<file path="config.mk">
export PLATFORM = sky130hd
export DESIGN_NAME = ctx_slot_mgr
export DESIGN_NICKNAME = d
export VERILOG_FILES = /design/src/rtl/ctx_slot_pkg.sv /design/src/rtl/ctx_slot_rr_pick.sv /design/src/rtl/ctx_slot_free_find.sv /design/src/rtl/ctx_slot_mgr.sv
export SDC_FILE = /design/constraint.sdc
export NUM_CORES = 1
export LEC_CHECK = 0
export ABC_AREA = 0
export BUFFER_PORTS_ARGS = -buffer_cell sky130_fd_sc_hd__buf_4
export CORE_MARGIN = 4
export CORE_UTILIZATION = 40
export CTS_CLUSTER_SIZE = 30
export DETAILED_ROUTE_END_ITERATION = 8
export PLACE_DENSITY = 0.73
export SLEW_MARGIN = 20
export SYNTH_ARGS = -nofsm -noshare
export SYNTH_HDL_FRONTEND = slang
export SYNTH_HIERARCHICAL = 1
export SYNTH_SLANG_ARGS = --single-unit
</file>
<file path="constraint.sdc">
create_clock -name clk -period 2.3 [get_ports clk]
set_input_delay 0.46 -clock clk [delete_from_list [all_inputs] [get_ports clk]]
set_output_delay 0.46 -clock clk [all_outputs]
set_load 0.03 [all_outputs]
</file>
<file path="src/rtl/ctx_slot_pkg.sv">
package ctx_slot_pkg;

   typedef enum logic [0:0] {
      SM_IDLE  = 1'b0,
      SM_EVICT = 1'b1
   } sm_state_e;

endpackage

</file>
<file path="src/rtl/ctx_slot_rr_pick.sv">
module ctx_slot_rr_pick #(
   parameter int N  = 2,
   parameter int SW = (N > 1) ? $clog2(N) : 1
) (
   input  logic [N-1:0]  elig,
   input  logic [SW-1:0] last,
   output logic          hit,
   output logic [SW-1:0] pick
);

   generate
      if (N == 2) begin : g_pair
         // two slots: the other one first, then the same one again
         always_comb begin
            hit  = |elig;
            pick = ~last;
            if (!elig[~last]) pick = last;
         end
      end else begin : g_scan
         always_comb begin
            hit  = 1'b0;
            pick = last;
            for (int k = 1; k <= N; k++) begin
               if (!hit && elig[(int'(last) + k) % N]) begin
                  hit  = 1'b1;
                  pick = SW'((int'(last) + k) % N);
               end
            end
         end
      end
   endgenerate

endmodule

</file>
<file path="src/rtl/ctx_slot_free_find.sv">
module ctx_slot_free_find #(
   parameter int N  = 2,
   parameter int SW = (N > 1) ? $clog2(N) : 1
) (
   input  logic [N-1:0]  occ,
   output logic          any_free,
   output logic [SW-1:0] idx
);

   always_comb begin
      any_free = ~&occ;
      idx      = '0;
      for (int k = N - 1; k >= 0; k--) begin
         if (!occ[k]) idx = SW'(k);
      end
   end

endmodule

</file>
<file path="src/rtl/ctx_slot_mgr.sv">
module ctx_slot_mgr
   import ctx_slot_pkg::*;
#(
   parameter  int NUM_SLOTS = 2,
   parameter  int TID_W     = 8,
   parameter  int CORE_W    = 8,
   localparam int SLOT_W    = (NUM_SLOTS > 1) ? $clog2(NUM_SLOTS) : 1
) (
   input  logic              clk,
   input  logic              rst_n,
   input  logic              arr_valid,
   output logic              arr_ready,
   input  logic [TID_W-1:0]  arr_tid,
   input  logic [CORE_W-1:0] arr_origin,
   input  logic              miss_valid,
   input  logic [SLOT_W-1:0] miss_slot,
   output logic              miss_ready,
   output logic              evict_valid,
   input  logic              evict_ready,
   output logic [TID_W-1:0]  evict_tid,
   output logic [CORE_W-1:0] evict_dest,
   output logic              grant_valid,
   output logic [SLOT_W-1:0] grant_slot,
   output logic [TID_W-1:0]  grant_tid
);

   generate
      if (NUM_SLOTS < 2) begin : g_bad_slots
         $error("ctx_slot_mgr: NUM_SLOTS must be at least 2");
      end
      if (TID_W < 1 || CORE_W < 1) begin : g_bad_width
         $error("ctx_slot_mgr: ID widths must be positive");
      end
   endgenerate

   logic [NUM_SLOTS-1:0] valid_q;
   logic [TID_W-1:0]     tid_q    [NUM_SLOTS];
   logic [CORE_W-1:0]    origin_q [NUM_SLOTS];
   logic [SLOT_W-1:0]    last_q;
   logic [SLOT_W-1:0]    victim_q;
   sm_state_e            state_q;

   logic [NUM_SLOTS-1:0] frozen;
   logic [NUM_SLOTS-1:0] eligible;
   logic                 any_free;
   logic [SLOT_W-1:0]    free_idx;
   logic                 arr_fire, miss_fire, evict_fire, start_evict;

   genvar gi;
   generate
      for (gi = 0; gi < NUM_SLOTS; gi++) begin : g_frozen
         assign frozen[gi] = (state_q == SM_EVICT) && (victim_q == SLOT_W'(gi));
      end
   endgenerate

   assign eligible = valid_q & ~frozen;

   ctx_slot_rr_pick #(.N(NUM_SLOTS), .SW(SLOT_W)) i_pick (
      .elig (eligible),
      .last (last_q),
      .hit  (grant_valid),
      .pick (grant_slot)
   );

   ctx_slot_free_find #(.N(NUM_SLOTS), .SW(SLOT_W)) i_free (
      .occ      (valid_q),
      .any_free (any_free),
      .idx      (free_idx)
   );

   assign grant_tid   = tid_q[grant_slot];
   assign arr_ready   = any_free && (state_q == SM_IDLE);
   assign miss_ready  = (int'(miss_slot) < NUM_SLOTS) && eligible[miss_slot];
   assign evict_valid = (state_q == SM_EVICT);
   assign evict_tid   = tid_q[victim_q];
   assign evict_dest  = origin_q[victim_q];

   assign arr_fire    = arr_valid && arr_ready;
   assign miss_fire   = miss_valid && miss_ready;
   assign evict_fire  = evict_valid && evict_ready;
   assign start_evict = (state_q == SM_IDLE) && arr_valid && !any_free && !miss_fire;

   generate
      for (gi = 0; gi < NUM_SLOTS; gi++) begin : g_slot
         logic leave_here, land_here;
         assign leave_here = (miss_fire  && miss_slot == SLOT_W'(gi)) ||
                             (evict_fire && victim_q  == SLOT_W'(gi));
         assign land_here  = arr_fire && (free_idx == SLOT_W'(gi));

         always_ff @(posedge clk) begin
            if (!rst_n)          valid_q[gi] <= 1'b0;
            else if (leave_here) valid_q[gi] <= 1'b0;
            else if (land_here)  valid_q[gi] <= 1'b1;
         end

         always_ff @(posedge clk) begin
            if (land_here) begin
               tid_q[gi]    <= arr_tid;
               origin_q[gi] <= arr_origin;
            end
         end
      end
   endgenerate

   always_ff @(posedge clk) begin
      if (!rst_n) begin
         last_q   <= SLOT_W'(NUM_SLOTS - 1);
         victim_q <= '0;
         state_q  <= SM_IDLE;
      end else begin
         if (grant_valid) last_q <= grant_slot;
         case (state_q)
            SM_IDLE: if (start_evict) begin
               victim_q <= grant_slot;
               state_q  <= SM_EVICT;
            end
            SM_EVICT: if (evict_fire) state_q <= SM_IDLE;
            default: state_q <= SM_IDLE;
         endcase
      end
   end

endmodule

</file>
==> impl_results.html <==
<table>
<tr><th>Metric</th><th>Value</th></tr>
<tr><th colspan="2">Outcome</th></tr>
<tr><td>Run status</td><td>finished, final reports clean</td></tr>
<tr><th colspan="2">Power and ir drop</th></tr>
<tr><td>Fraction of power spent switching nets</td><td>26.1%</td></tr>
<tr><td>Fraction of power consumed by sequential logic</td><td>50.2%</td></tr>
<tr><td>VDD IR-drop max</td><td>404 uV</td></tr>
<tr><td>P_sw</td><td>424 uW</td></tr>
<tr><td>Pwr/cell area</td><td>745 nW/um^2</td></tr>
<tr><td>Share of total power in combinational logic</td><td>22.1%</td></tr>
<tr><td>Static Leakage</td><td>0.858 nW</td></tr>
<tr><td>Internal cell power</td><td>1.20 mW</td></tr>
<tr><td>Clock network fraction of total power</td><td>27.8%</td></tr>
<tr><th colspan="2">Clock network</th></tr>
<tr><td>TritonCTS clock tree</td><td>built</td></tr>
<tr><td>Clock input transition at the sequential cells of the worst setup and hold paths</td><td>70 ps</td></tr>
<tr><td>Number of buffers created by CTS</td><td>5</td></tr>
<tr><td>Worst-skew pair later-pin latency</td><td>280 ps</td></tr>
<tr><td>H-Tree Level Count</td><td>2</td></tr>
<tr><td>Clk buf depth</td><td>2</td></tr>
<tr><td>Clk sink count</td><td>38</td></tr>
<tr><td>CTS Root Cell</td><td>clkbuf_8</td></tr>
<tr><td>Hold-fix buffer count after cts</td><td>0</td></tr>
<tr><th colspan="2">Finish</th></tr>
<tr><td>Fill cell instance count of the final layout</td><td>313</td></tr>
<tr><td>Ratio of cells with drive above 1 in the final layout</td><td>61.5%</td></tr>
<tr><td>Final core utilization</td><td>58.4%</td></tr>
<tr><td>Area Overhead vs Synth</td><td>37.4%</td></tr>
<tr><td>Area of combinational cells with multiple inputs</td><td>513 um^2</td></tr>
<tr><td>Top library cells by usage in the layout, fill and taps aside</td><td>54 x buf_4, 32 x edfxtp_1, 25 x mux2_2</td></tr>
<tr><td>Diode count</td><td>0</td></tr>
<tr><td>Leading cell type in the layout, fill and taps excluded</td><td>buf_4</td></tr>
<tr><td>Nets</td><td>177</td></tr>
<tr><td>Reg area</td><td>1080 um^2</td></tr>
<tr><th colspan="2">Synth</th></tr>
<tr><td>Synth Net Count</td><td>118</td></tr>
<tr><td>Register bit total from synthesis</td><td>38</td></tr>
<tr><td>Number of library cell types mapped by synthesis</td><td>23</td></tr>
<tr><td>Area leader, netlist</td><td>edfxtp_1</td></tr>
<tr><td>Post-synth top flop</td><td>edfxtp_1</td></tr>
<tr><td>Yosys warning count</td><td>6</td></tr>
<tr><td>Area of the mapped netlist</td><td>1590 um^2</td></tr>
<tr><td>Sequential-to-total area share from yosys stat</td><td>68.0%</td></tr>
<tr><td>Fraction of synthesis flops using an asynchronous set or reset pin</td><td>0%</td></tr>
<tr><td>Largest cells by area after synthesis</td><td>edfxtp_1 60%, mux2_2 18%, dfxtp_1 7.6%</td></tr>
<tr><td>Post-synthesis cell count</td><td>96</td></tr>
<tr><td>Mean instance size in the synthesized netlist</td><td>16.6 um^2</td></tr>
<tr><td>Number of flops mapped to enable cells by yosys</td><td>32</td></tr>
<tr><td>Synth top area share</td><td>60.4%</td></tr>
<tr><th colspan="2">Global route</th></tr>
<tr><td>Global-route wire length before repair</td><td>5060 um</td></tr>
<tr><td>GRT overflow</td><td>0</td></tr>
<tr><td>Antenna violations before repair</td><td>0</td></tr>
<tr><td>Largest net degree at the start of global routing</td><td>18</td></tr>
<tr><td>Vias in the first global route</td><td>1062</td></tr>
<tr><td>Total global routing track utilization</td><td>13.1%</td></tr>
<tr><th colspan="2">Setup path</th></tr>
<tr><td>Slowest cell on crit path</td><td>dfxtp_2</td></tr>
<tr><td>Ordered list of cells on the worst path</td><td>a21boi_4 -&gt; inv_1 -&gt; mux2i_4 -&gt; buf_12 -&gt; mux2_2 -&gt; buf_4</td></tr>
<tr><td>Setup CP Type</td><td>register to primary output</td></tr>
<tr><td>Maximum single-stage delay on the critical path</td><td>380 ps</td></tr>
<tr><td>Capturing element type of the critical path</td><td>primary output</td></tr>
<tr><td>Critical path data arrival time</td><td>1790 ps</td></tr>
<tr><td>Startpoint class of the critical path</td><td>register</td></tr>
<tr><td>Critical path peak fanout</td><td>10</td></tr>
<tr><td>Endpoint required time on the critical path</td><td>1840 ps</td></tr>
<tr><th colspan="2">Floorplanning</th></tr>
<tr><td>Initial Util</td><td>42.5%</td></tr>
<tr><td>Placement Rows</td><td>22</td></tr>
<tr><td>Core Region</td><td>3740 um^2</td></tr>
<tr><td>IO Pins</td><td>51</td></tr>
<tr><td>Vert. Die Dim</td><td>71.1 um</td></tr>
<tr><td>Die boundary width</td><td>71.1 um</td></tr>
<tr><td>Die area</td><td>5050 um^2</td></tr>
<tr><th colspan="2">Worst hold path</th></tr>
<tr><td>Type of the tightest min-delay check</td><td>primary input to register</td></tr>
<tr><th colspan="2">Drt</th></tr>
<tr><td>Antenna Violating Nets Remaining</td><td>0</td></tr>
<tr><td>Total routed wirelength</td><td>3130 um</td></tr>
<tr><td>DR WL/cell</td><td>15.3 um</td></tr>
<tr><td>Residual DRC count</td><td>0</td></tr>
<tr><td>Number of iterations in the first detailed-routing pass</td><td>4</td></tr>
<tr><td>Vias per cell</td><td>4.95</td></tr>
<tr><td>Drt initial violations</td><td>43</td></tr>
<tr><td>Total via count after detailed routing</td><td>1010</td></tr>
<tr><th colspan="2">Placed design</th></tr>
<tr><td>Port Buffer Count</td><td>50</td></tr>
<tr><td>Total half-perimeter wirelength after legalization and detailed placement</td><td>2310 um</td></tr>
<tr><td>Weighted congestion reported at the end of routability-driven placement</td><td>0.887</td></tr>
<tr><th colspan="2">Timing</th></tr>
<tr><td>Remaining max-slew budget at the tightest pin</td><td>45.2%</td></tr>
<tr><td>Number of hold-slack violations in the final timing report</td><td>0</td></tr>
<tr><td>Worst Max-Slew Pin Slew</td><td>822 ps</td></tr>
<tr><td>Setup violators final</td><td>0</td></tr>
<tr><td>Maximum achievable frequency</td><td>445 MHz</td></tr>
<tr><td>Portion of the clock cycle consumed by the worst path in the final layout</td><td>97.7%</td></tr>
<tr><td>Hold slack</td><td>358 ps</td></tr>
<tr><td>Max Clock Skew</td><td>4.23 ps</td></tr>
<tr><td>Min Tclk post-route</td><td>2250 ps</td></tr>
<tr><td>Number of pins exceeding their max-slew limit in the final report</td><td>0</td></tr>
<tr><th colspan="2">Job</th></tr>
<tr><td># Max-Cap Violations</td><td>0</td></tr>
</table>
-- cell families (layout without fill, tap and decap cells) --
logic type	count (synthesis)	in the layout	synth area share, %
compound gates	7	7	3.70
buf+inv	6	66	1.49
flops	38	38	68.0
mux	29	29	20.2
simple gates	16	16	6.61
-- area by class of cell --
class / instances / share of cell area (%)
clock buffer: 7 / 3.95
sequential: 38 / 49.6
tap: 48 / 2.75
multi-input combinational: 52 / 23.5
timing repair buffer: 55 / 19.5
inverter: 3 / 0.515
clock inverter: 1 / 0.229
-- sequential cells by signal, summed over array words and instances, names as in the netlist, named ones only --
register	cells
evict_valid	1
valid_q	2
origin_q	16
last_q	1
tid_q	16
victim_q	1
-- timing repair --
action / 4_1_cts / 5_1_grt
setup buffers: 1 / 1
cloned: 0 / 0
resized for setup: 4 / 1
setup endpoints to repair: 8 / 8
-- per-stage QoR --
step                power, mW  area, um^2  setup WS, ps  setup TNS (ps)  instances
floorplan                1.04        1610          79.0               0         96
global placement         1.17        2050           116               0        194
detailed placement       1.18        2050          25.7               0        194
CTS                      1.65        2170          27.3               0        203
global route             1.70        2180         -6.57           -17.6        204
finish                   1.63        2180          51.8               0        204
-- worst max-delay path: cells and delay by family (launching register included) --
| kind | cells | cell delay (ps) |
|---|---|---|
| multiplexers | 2 | 500 |
| flip-flops | 1 | 380 |
| buffers and inverters | 3 | 410 |
| AO/OA/AOI/OAI | 1 | 210 |
-- cell usage after synthesis, types with 2 or more instances --
| library cell | number |
|---|---|
| edfxtp_1 | 32 |
| nand3_1 | 2 |
| nand2_1 | 5 |
| a21boi_0 | 3 |
| mux2i_1 | 4 |
| dfxtp_1 | 6 |
| mux2_2 | 25 |
| clkbuf_1 | 2 |
| inv_1 | 3 |
-- power by group through the flow --
stage | sequential (mW) | combinational [mW] | clock (mW)
floorplan | 0.824 | 0.212 | 0
global placement | 0.827 | 0.340 | 0
detailed placement | 0.831 | 0.346 | 0
CTS | 0.816 | 0.362 | 0.471
global route | 0.821 | 0.382 | 0.501
finish | 0.816 | 0.359 | 0.452
-- worst paths after layout --
check                                   start        endpoint  slack (ps)  cells past startpoint
worst max-delay path               valid_q[1]    grant_tid[5]          50                      6
worst min-delay path            arr_origin[3]  origin_q[1][3]         360                      1
worst max register to register    evict_valid     tid_q[1][7]         620                      2
worst min register to register     valid_q[0]      valid_q[0]         540                      2
-- layer usage --
metal	vias to the layer above	track usage (%)	routed length [um]
met4	0	4.80	17
met1	492	14.2	1220
met2	34	22.8	1680
met3	3	5.40	216
met5	-	0	0
li1	481	-	-
(Power assumes the default switching activity.)
